`config.mk`:
```
export PLATFORM = sky130hd
export DESIGN_NAME = board_ctrl_regs
export DESIGN_NICKNAME = d
export VERILOG_FILES = /design/src/rtl/bcr_pkg.sv /design/src/rtl/bcr_decode.sv /design/src/rtl/bcr_regs.sv /design/src/rtl/bcr_rdmux.sv /design/src/rtl/board_ctrl_regs.sv
export SDC_FILE = /design/constraint.sdc
export NUM_CORES = 1
export LEC_CHECK = 0
export ABC_AREA = 0
export BUFFER_PORTS_ARGS = -buffer_cell sky130_fd_sc_hd__buf_2
export CORE_MARGIN = 3
export CORE_UTILIZATION = 58
export CTS_CLUSTER_DIAMETER = 120
export CTS_CLUSTER_SIZE = 20
export DETAILED_ROUTE_END_ITERATION = 10
export PLACE_DENSITY = 0.79
export SYNTH_ARGS = -nofsm -noshare
export SYNTH_HDL_FRONTEND = slang
export SYNTH_HIERARCHICAL = 1
export SYNTH_SLANG_ARGS = --single-unit
export TNS_END_PERCENT = 30
```
`constraint.sdc`:
```
create_clock -name clk -period 1.95 [get_ports clk]
set_input_delay 0.0975 -clock clk [delete_from_list [all_inputs] [get_ports clk]]
set_output_delay 0.0975 -clock clk [all_outputs]
set_load 0.05 [all_outputs]
```
`src/rtl/bcr_pkg.sv`:
```
package bcr_pkg;

    localparam int NSLOT  = 10;
    localparam int WIDX_W = 10;

    localparam int SL_CTRL  = 0;
    localparam int SL_LED   = 1;
    localparam int SL_SEL   = 2;
    localparam int SL_ZERO  = 3;
    localparam int SL_INFO  = 4;
    localparam int SL_RATE  = 5;
    localparam int SL_DIV   = 6;
    localparam int SL_LOCK  = 7;
    localparam int SL_AUX   = 8;
    localparam int SL_IDENT = 9;

    localparam logic [11:0] PART_FULL = 12'h524;
    localparam logic [11:0] PART_MID  = 12'h547;

    // word index of each slot within the 4 KB window
    function automatic logic [WIDX_W-1:0] slot_widx(input int s);
        case (s)
            SL_CTRL:  return 10'h000;
            SL_LED:   return 10'h001;
            SL_SEL:   return 10'h002;
            SL_ZERO:  return 10'h003;
            SL_INFO:  return 10'h004;
            SL_RATE:  return 10'h005;
            SL_DIV:   return 10'h006;
            SL_LOCK:  return 10'h040;
            SL_AUX:   return 10'h3FE;
            default:  return 10'h3FF;
        endcase
    endfunction

    // whether a slot exists for a given part number
    function automatic logic slot_present(input int s, input logic [11:0] part);
        case (s)
            SL_SEL, SL_RATE: return (part == PART_FULL) || (part == PART_MID);
            SL_DIV:          return (part == PART_FULL);
            default:         return 1'b1;
        endcase
    endfunction

    typedef struct packed {
        logic [31:0] ctrl;
        logic [31:0] led;
        logic [31:0] sel;
        logic [31:0] rate;
        logic [31:0] div;
        logic [7:0]  mask;
    } bcr_state_t;

endpackage

```
`src/rtl/bcr_decode.sv`:
```
module bcr_decode
    import bcr_pkg::*;
#(
    parameter logic [11:0] PART = 12'h524
) (
    input  logic [WIDX_W-1:0] widx,
    output logic [NSLOT-1:0]  hit
);
    for (genvar s = 0; s < NSLOT; s++) begin : g_slot
        localparam logic PRESENT = slot_present(s, PART);
        if (PRESENT) begin : g_on
            assign hit[s] = (widx == slot_widx(s));
        end else begin : g_off
            assign hit[s] = 1'b0;
        end
    end
endmodule

```
`src/rtl/bcr_regs.sv`:
```
module bcr_regs
    import bcr_pkg::*;
#(
    parameter logic [31:0] CTRL0_RST = 32'h0
) (
    input  logic             clk,
    input  logic             rst_n,
    input  logic             wr_en,
    input  logic [NSLOT-1:0] hit,
    input  logic [31:0]      wdata,
    output bcr_state_t       state
);
    bcr_state_t st_d, st_q;

    always_comb begin
        st_d = st_q;
        if (wr_en) begin
            if (hit[SL_CTRL]) st_d.ctrl = wdata;
            if (hit[SL_LED])  st_d.led  = wdata;
            if (hit[SL_SEL])  st_d.sel  = wdata;
            if (hit[SL_RATE]) st_d.rate = wdata;
            if (hit[SL_DIV])  st_d.div  = wdata;
            if (hit[SL_LOCK]) st_d.mask = wdata[31:24];
        end
    end

    always_ff @(posedge clk or negedge rst_n) begin
        if (!rst_n) begin
            st_q.ctrl <= CTRL0_RST;
            st_q.led  <= '0;
            st_q.sel  <= '0;
            st_q.rate <= '0;
            st_q.div  <= '0;
            st_q.mask <= 8'hFF;
        end else begin
            st_q <= st_d;
        end
    end

    assign state = st_q;
endmodule

```
`src/rtl/bcr_rdmux.sv`:
```
module bcr_rdmux
    import bcr_pkg::*;
#(
    parameter logic [31:0] INFO_VAL   = 32'h0,
    parameter logic [31:0] AUX_ID_VAL = 32'h0,
    parameter logic [31:0] ID_VAL     = 32'h0
) (
    input  logic [NSLOT-1:0] hit,
    input  bcr_state_t       state,
    input  logic [7:0]       loop_lock,
    output logic [31:0]      rdata
);
    logic        all_locked;
    logic [31:0] lock_word;
    logic [31:0] slot_val [NSLOT];

    assign all_locked = &(loop_lock | ~state.mask);
    assign lock_word  = {state.mask, loop_lock, 15'h0, all_locked};

    always_comb begin
        slot_val[SL_CTRL]  = state.ctrl;
        slot_val[SL_LED]   = state.led;
        slot_val[SL_SEL]   = state.sel;
        slot_val[SL_ZERO]  = 32'h0;
        slot_val[SL_INFO]  = INFO_VAL;
        slot_val[SL_RATE]  = state.rate;
        slot_val[SL_DIV]   = state.div;
        slot_val[SL_LOCK]  = lock_word;
        slot_val[SL_AUX]   = AUX_ID_VAL;
        slot_val[SL_IDENT] = ID_VAL;
    end

    // hit is one-hot or empty, so an AND-OR tree suffices
    always_comb begin
        rdata = '0;
        for (int s = 0; s < NSLOT; s++) begin
            rdata = rdata | (slot_val[s] & {32{hit[s]}});
        end
    end
endmodule

```
`src/rtl/board_ctrl_regs.sv`:
```
module board_ctrl_regs
    import bcr_pkg::*;
#(
    parameter int          NUM_LEDS   = 8,
    parameter logic [31:0] CTRL0_RST  = 32'h0000_0001,
    parameter logic [31:0] INFO_VAL   = 32'h0000_0042,
    parameter logic [31:0] AUX_ID_VAL = 32'h0505_0001,
    parameter logic [31:0] ID_VAL     = 32'h4105_5240
) (
    input  logic                clk,
    input  logic                rst_n,
    input  logic                req_valid,
    input  logic                req_write,
    input  logic [9:0]          req_widx,
    input  logic [31:0]         req_wdata,
    output logic [31:0]         rsp_rdata,
    input  logic [7:0]          loop_lock,
    output logic                remap,
    output logic [NUM_LEDS-1:0] leds
);
    localparam logic [11:0] PART = ID_VAL[15:4];

    logic [NSLOT-1:0] hit;
    bcr_state_t       state;
    logic [31:0]      mux_data;
    logic             wr_en, rd_en;
    logic [31:0]      rdata_d, rdata_q;

    assign wr_en = req_valid &  req_write;
    assign rd_en = req_valid & ~req_write;

    bcr_decode #(.PART(PART)) u_dec (
        .widx (req_widx),
        .hit  (hit)
    );

    bcr_regs #(.CTRL0_RST(CTRL0_RST)) u_regs (
        .clk   (clk),
        .rst_n (rst_n),
        .wr_en (wr_en),
        .hit   (hit),
        .wdata (req_wdata),
        .state (state)
    );

    bcr_rdmux #(
        .INFO_VAL   (INFO_VAL),
        .AUX_ID_VAL (AUX_ID_VAL),
        .ID_VAL     (ID_VAL)
    ) u_mux (
        .hit       (hit),
        .state     (state),
        .loop_lock (loop_lock),
        .rdata     (mux_data)
    );

    always_comb begin
        rdata_d = rdata_q;
        if (rd_en) rdata_d = mux_data;
    end

    always_ff @(posedge clk or negedge rst_n) begin
        if (!rst_n) rdata_q <= '0;
        else        rdata_q <= rdata_d;
    end

    assign rsp_rdata = rdata_q;
    assign remap     = state.ctrl[0];
    assign leds      = state.led[NUM_LEDS-1:0];
endmodule

```
==> impl_metrics.ini, run 1 <==
[status]
status = finished, final reports clean

[sta]
tightest_slew_ns = 1.15
finalCritPeriodShare = 0.862
rsz0062_at_grt = no
hold_violations = 0
finalMaxSlewViolations = 0
skew_ns = 0.00667
maxSlewHeadroom = 0.224
period_minus_slack_ns = 1.68
fmax_mhz = 595
finalSetupViolCount = 0

[critical_path]
rrSetupSlack_ns = 0.47
end_kind = register
worstPathRequired_ns = 2.32
crit_fanout = 16
r2r_cells = 4
worstReg2RegEnd = rsp_rdata[0]$_DFFE_PN0P_
slowest_delay_ns = 0.74
crit_path_cell_trace = buf_2 > or4b_2 > nor3_2 > buf_4 > a22oi_1 > nand4_1 > mux2_4
start_kind = primary input
timing.rr.start = u_regs/state[5]$_DFFE_PN1P_
criticalPathCategory = primary input to register
cpMaxStageDelayCell = or4b_2
worstPathArrival_ns = 2.05

[die]
io_pins = 95
die_w_um = 128
die_h_um = 128
rows = 44
die-area_um2 = 16500
initial_core_util = 0.595
core_um2 = 14600

[place]
dp_hpwl_mm = 13.2
placed_cells = 868
port_buffers = 94
place_congestion = 0.796
dpl_cell_area_um2 = 9610

[clocking]
clockBufferDepth = 2
cts_setup_buffers = 0
cts_buffers = 17
cts_sinks = 200
cts_tree = built
htree_num_levels = 4
path_clk_slew_ns = 0.06
post_cts_resized = 0
cts_root_buffer = clkbuf_16
clk_latency_ns = 0.43

[global_route]
antenna_found_initial = 0
grt_use_total = 0.265
grt_start_max_net_pins = 70
overflow = 0
grt_pass1_wl_mm = 33.5
grt_pass1_vias = 6087

[layout]
layout.cells.non_filler = 931
drive_gt1_frac = 0.511
layout.nets = 789
antenna_cells = 0
synthToLayoutAreaGrowth_pct = 21.1
regArea_um2 = 5020
multi_input_area_um2 = 3470
fillers = 873
finalInstanceArea_um2 = 10500

[logic_synthesis]
synth_nets = 647
syn_inst = 593
syn_area_um2 = 8680
yosysWarnings = 6
syn_area_per_cell_um2 = 14.6

[drt]
dr.pass1.iters = 5
route.vias.total = 5811
drc = 0
wirelength_mm = 21.2
wl_per_cell_um = 22.8
drt_iter0_markers = 428
viasPerCell = 6.24
ant_nets = 0

[flow_run]
maxCapViolations = 0

[power]
seqPwrFrac = 0.522
pwr-share-clk = 0.434
switching_share = 0.210
power_frac_comb = 0.044
switching_power_w = 0.00169
power_density_nw_per_um2 = 765
p_int_w = 0.00636
leakage_nw = 5.42
ir_drop_mv = 0.622

[hold_path]
hold_class = primary input to register
worst_hold_path.endpoint = u_regs/state[36]$_DFFE_PN0P_
hold_depth = 2
min_from = req_wdata[28]
critical path: cells and delay by family:
kind / cells / cell delay, ns
AO/OA/AOI/OAI: 1 / 0.15
buffers and inverters: 2 / 0.45
multiplexers: 1 / 0.16
AND/OR/NAND/NOR: 3 / 1.20
worst max path at each step:
| stage | slack (ns) | cells past startpoint | end | from |
|---|---|---|---|---|
| global route | 0.22 | 7 | rsp_rdata[18]$_DFFE_PN0P_ | req_widx[9] |
| detailed placement | -0.12 | 8 | rsp_rdata[7]$_DFFE_PN0P_ | req_widx[9] |
| floorplan | 0.04 | 5 | u_regs/state[10]$_DFFE_PN0P_ | req_widx[9] |
| global placement | -0.05 | 9 | rsp_rdata[0]$_DFFE_PN0P_ | req_widx[5] |
| finish | 0.27 | 7 | rsp_rdata[18]$_DFFE_PN0P_ | req_widx[9] |
| CTS | 0.30 | 7 | rsp_rdata[18]$_DFFE_PN0P_ | req_widx[9] |
placed cells by master, fill, tap and decap left out, drive strengths merged:
| cell type | instances |
|---|---|
| mux2 | 200 |
| dfrtp | 191 |
| buf | 127 |
| a22oi | 64 |
| dlygate4sd3 | 32 |
| clkbuf | 22 |
| nand3 | 19 |
| nand2 | 18 |
| a222oi | 14 |
| dfstp | 9 |
| a21oi | 7 |
| clkinv | 6 |
| nor3 | 6 |
| nand4 | 5 |
| inv | 4 |
| nor2b | 4 |
| bufinv | 3 |
| nand2b | 3 |
| nor4 | 3 |
| or4 | 2 |
| or4b | 2 |
| and2 | 1 |
| clkinvlp | 1 |
| a2111oi | 1 |
| a41o | 1 |
| nor2 | 1 |
| a211oi | 1 |
power groups by stage:
stage / Clock, W / Sequential [W] / Combinational [W]
6_report: 0.00349 / 0.00420 / 0.000355
4_1_cts: 0.00353 / 0.00419 / 0.000361
5_1_grt: 0.00370 / 0.00420 / 0.000393
3_5_place_dp: 0 / 0.00427 / 0.000308
2_1_floorplan: 0 / 0.00427 / 0.0000883
3_3_place_gp: 0 / 0.00427 / 0.000292
registers in the layout (all words and copies together) (netlist names):
name and count:
rsp_rdata 32, u_regs/state 168
through the flow:
stage          worst slack, ns  hold WS, ns  utilization  TNS, ns  total power [W]
2_1_floorplan           0.0394       -0.198            -        0          0.00436
3_3_place_gp           -0.0512       0.0578        0.659    -1.09          0.00456
3_5_place_dp            -0.119       0.0657        0.659    -7.90          0.00458
4_1_cts                  0.297     0.000843        0.720        0          0.00808
5_1_grt                  0.215      0.00739        0.720        0          0.00829
6_report                 0.269      0.00763        0.720        0          0.00804
metal layers:
metal  global-route usage  vias up  wire (um)
met5                    0        -          0
met4               0.0868        0        365
met3               0.0486       31       1210
met2                0.433      213      10700
met1                0.362     3046       8960
li1                     -     2521          -
final cells by class:
cell class / count / share of cell area
sequential: 200 / 0.477
multi-input combinational: 352 / 0.330
timing repair buffer: 160 / 0.115
clock buffer: 21 / 0.0429
tap: 184 / 0.0219
clock inverter: 10 / 0.0121
inverter: 4 / 0.00143
what timing repair did:
item                                   in CTS  in global routing
hold buffers                               32                  0
endpoints found under the hold margin     206                  0
setup endpoints to repair                   0                  0
(Power assumes the default switching activity.)
==> inputs of run 2 (changes only) <==
--- a/config.mk
+++ b/config.mk
@@ -6,7 +6,7 @@
 export NUM_CORES = 1
 export LEC_CHECK = 0
 export ABC_AREA = 0
-export BUFFER_PORTS_ARGS = -buffer_cell sky130_fd_sc_hd__buf_2
+export BUFFER_PORTS_ARGS = -buffer_cell sky130_fd_sc_hd__clkbuf_2
 export CORE_MARGIN = 3
 export CORE_UTILIZATION = 58
 export CTS_CLUSTER_DIAMETER = 120
==> constraint.sdc (replaced) <==
create_clock -name clk -period 1.95 [get_ports clk]
set_input_delay 0.195 -clock clk [delete_from_list [all_inputs] [get_ports clk]]
set_output_delay 0.195 -clock clk [all_outputs]
set_load 0.05 [all_outputs]
==> run 2 against run 1 <==
- via count is 2.2% lower
- final area shrank 2.5%
- combinational power decreased by 13%
- worst setup slack got worse by 0.074 ns
- sequential share of layout area rose by 1.2 points
- highest routed layer unchanged
- non-clock buffer count decreased by 26
- sequential power is essentially flat
- flip-flop and latch count unchanged
- global-route usage down 0.80 points
- wire length fell by 3.7%
- clock-buffer cell count unchanged
==> impl_metrics.ini, run 2 (same netlist as run 1, synthesis figures left out) <==
[sta]
finalCritPeriodShare = 0.900
skew_ns = 0.00868
rsz0062_at_grt = no
tightest_slew_ns = 1.33
finalSetupViolCount = 0
maxSlewHeadroom = 0.108
fmax_mhz = 570
hold_violations = 0
period_minus_slack_ns = 1.76
finalMaxSlewViolations = 0
holdWs_ns = 0.0489

[clocking]
cts_sinks = 200
clockBufferDepth = 2
htree_num_levels = 4
post_cts_resized = 0
cts_root_buffer = clkbuf_16
cts_tree = built
clk_latency_ns = 0.44
cts_buffers = 17
hold_buffers = 1
cts_setup_buffers = 0
path_clk_slew_ns = 0.07

[global_route]
grt_pass1_wl_mm = 32.6
antenna_found_initial = 0
grt_pass1_vias = 6016
grt_use_total = 0.257
overflow = 0
grt_start_max_net_pins = 66

[critical_path]
cpMostUsedCell = nand4_1
worstPathArrival_ns = 2.14
crit_fanout = 6
slowest_delay_ns = 1.02
start_kind = primary input
end_kind = register
worstPathRequired_ns = 2.34
crit_path_cell_trace = clkbuf_2 > buf_4 > nand4_1 > nor3_1 > nor2_1 > nand4_1 > mux2_4
criticalPathCategory = primary input to register
cpMaxStageDelayCell = nor3_1

[power]
ir_drop_mv = 0.755
power_density_nw_per_um2 = 767
leakage_nw = 5.31

[status]
status = finished, final reports clean

[drt]
route.vias.total = 5683
viasPerCell = 6.28
wl_per_cell_um = 22.6
drt_iter0_markers = 481
ant_nets = 0
drc = 0
wirelength_mm = 20.5
dr.pass1.iters = 5

[place]
dp_hpwl_mm = 13.3
port_buffers = 94
place_congestion = 0.794
placed_cells = 873
dpl_cell_area_um2 = 9690

[die]
die_h_um = 128
die-area_um2 = 16500
initial_core_util = 0.595
die_w_um = 128
rows = 44
core_um2 = 14600
io_pins = 95

[layout]
largest_reg_flops = 168
fillers = 928
final_common_cell = dfrtp_1
synthToLayoutAreaGrowth_pct = 18.1
antenna_cells = 0
finalInstanceArea_um2 = 10300
layout.nets = 763
mostFrequentLayoutCells = dfrtp_1 (191), mux2_2 (170), clkbuf_2 (93), a22oi_1 (64), mux2_4 (30)
drive_gt1_frac = 0.537
layout.cells.non_filler = 905

[flow_run]
maxCapViolations = 0

[hold_path]
hold_class = primary input to register
-- run 2: worst paths after layout --
kind	startpoint	to	slack (ns)	depth (start not counted)
max reg2reg	u_regs/state[5]$_DFFE_PN1P_	rsp_rdata[0]$_DFFE_PN0P_	0.48	4
max in group asynchronous	rst_n	u_regs/state[1]$_DFFE_PN1P_	1.02	3
max	req_widx[6]	rsp_rdata[24]$_DFFE_PN0P_	0.19	7
min	req_wdata[13]	u_regs/state[85]$_DFFE_PN0P_	0.05	2
min reg2reg	u_regs/state[134]$_DFFE_PN0P_	u_regs/state[134]$_DFFE_PN0P_	0.51	1
min in group asynchronous	rst_n	rsp_rdata[4]$_DFFE_PN0P_	0.23	2
-- run 2: final cells by class --
cell class / count / area, um2 / share of cell area
Inverter: 4 / 15.0 / 0.00146
Clock inverter: 10 / 104 / 0.0101
Clock buffer: 21 / 450 / 0.0439
Sequential cell: 200 / 5020 / 0.489
Timing Repair Buffer: 134 / 970 / 0.0946
Multi-Input combinational cell: 352 / 3470 / 0.338
Tap cell: 184 / 230 / 0.0225
-- run 2: through the flow --
stage          setup slack (ns)  setup TNS [ns]  utilization  power (W)
6_report                  0.195               0        0.703    0.00786
3_5_place_dp             -0.182          -24.07        0.664    0.00458
2_1_floorplan           -0.0581           -7.51            -    0.00436
3_3_place_gp             -0.138          -16.37        0.664    0.00456
5_1_grt                   0.157               0        0.703    0.00809
4_1_cts                   0.265               0        0.703    0.00791
-- run 2: worst max-delay path, delay by kind of cell --
family | cells | cell delay, ns
and+or+nand+nor | 4 | 1.58
buffers and inverters | 2 | 0.19
muxes | 1 | 0.17
-- run 2: where the power goes --
part	switching, W	internal [W]	leakage [nW]
sequential	0.0000166	0.00418	2.76
clock	0.00146	0.00190	0.280
combinational	0.000200	0.000107	2.27
-- run 2: metal layers --
metal	track usage	part of all wire	vias to the layer above
met2	0.409	0.48	211
li1	-	-	2476
met1	0.358	0.44	2966
met4	0.0918	0.018	0
met5	0	0	-
met3	0.0461	0.062	30
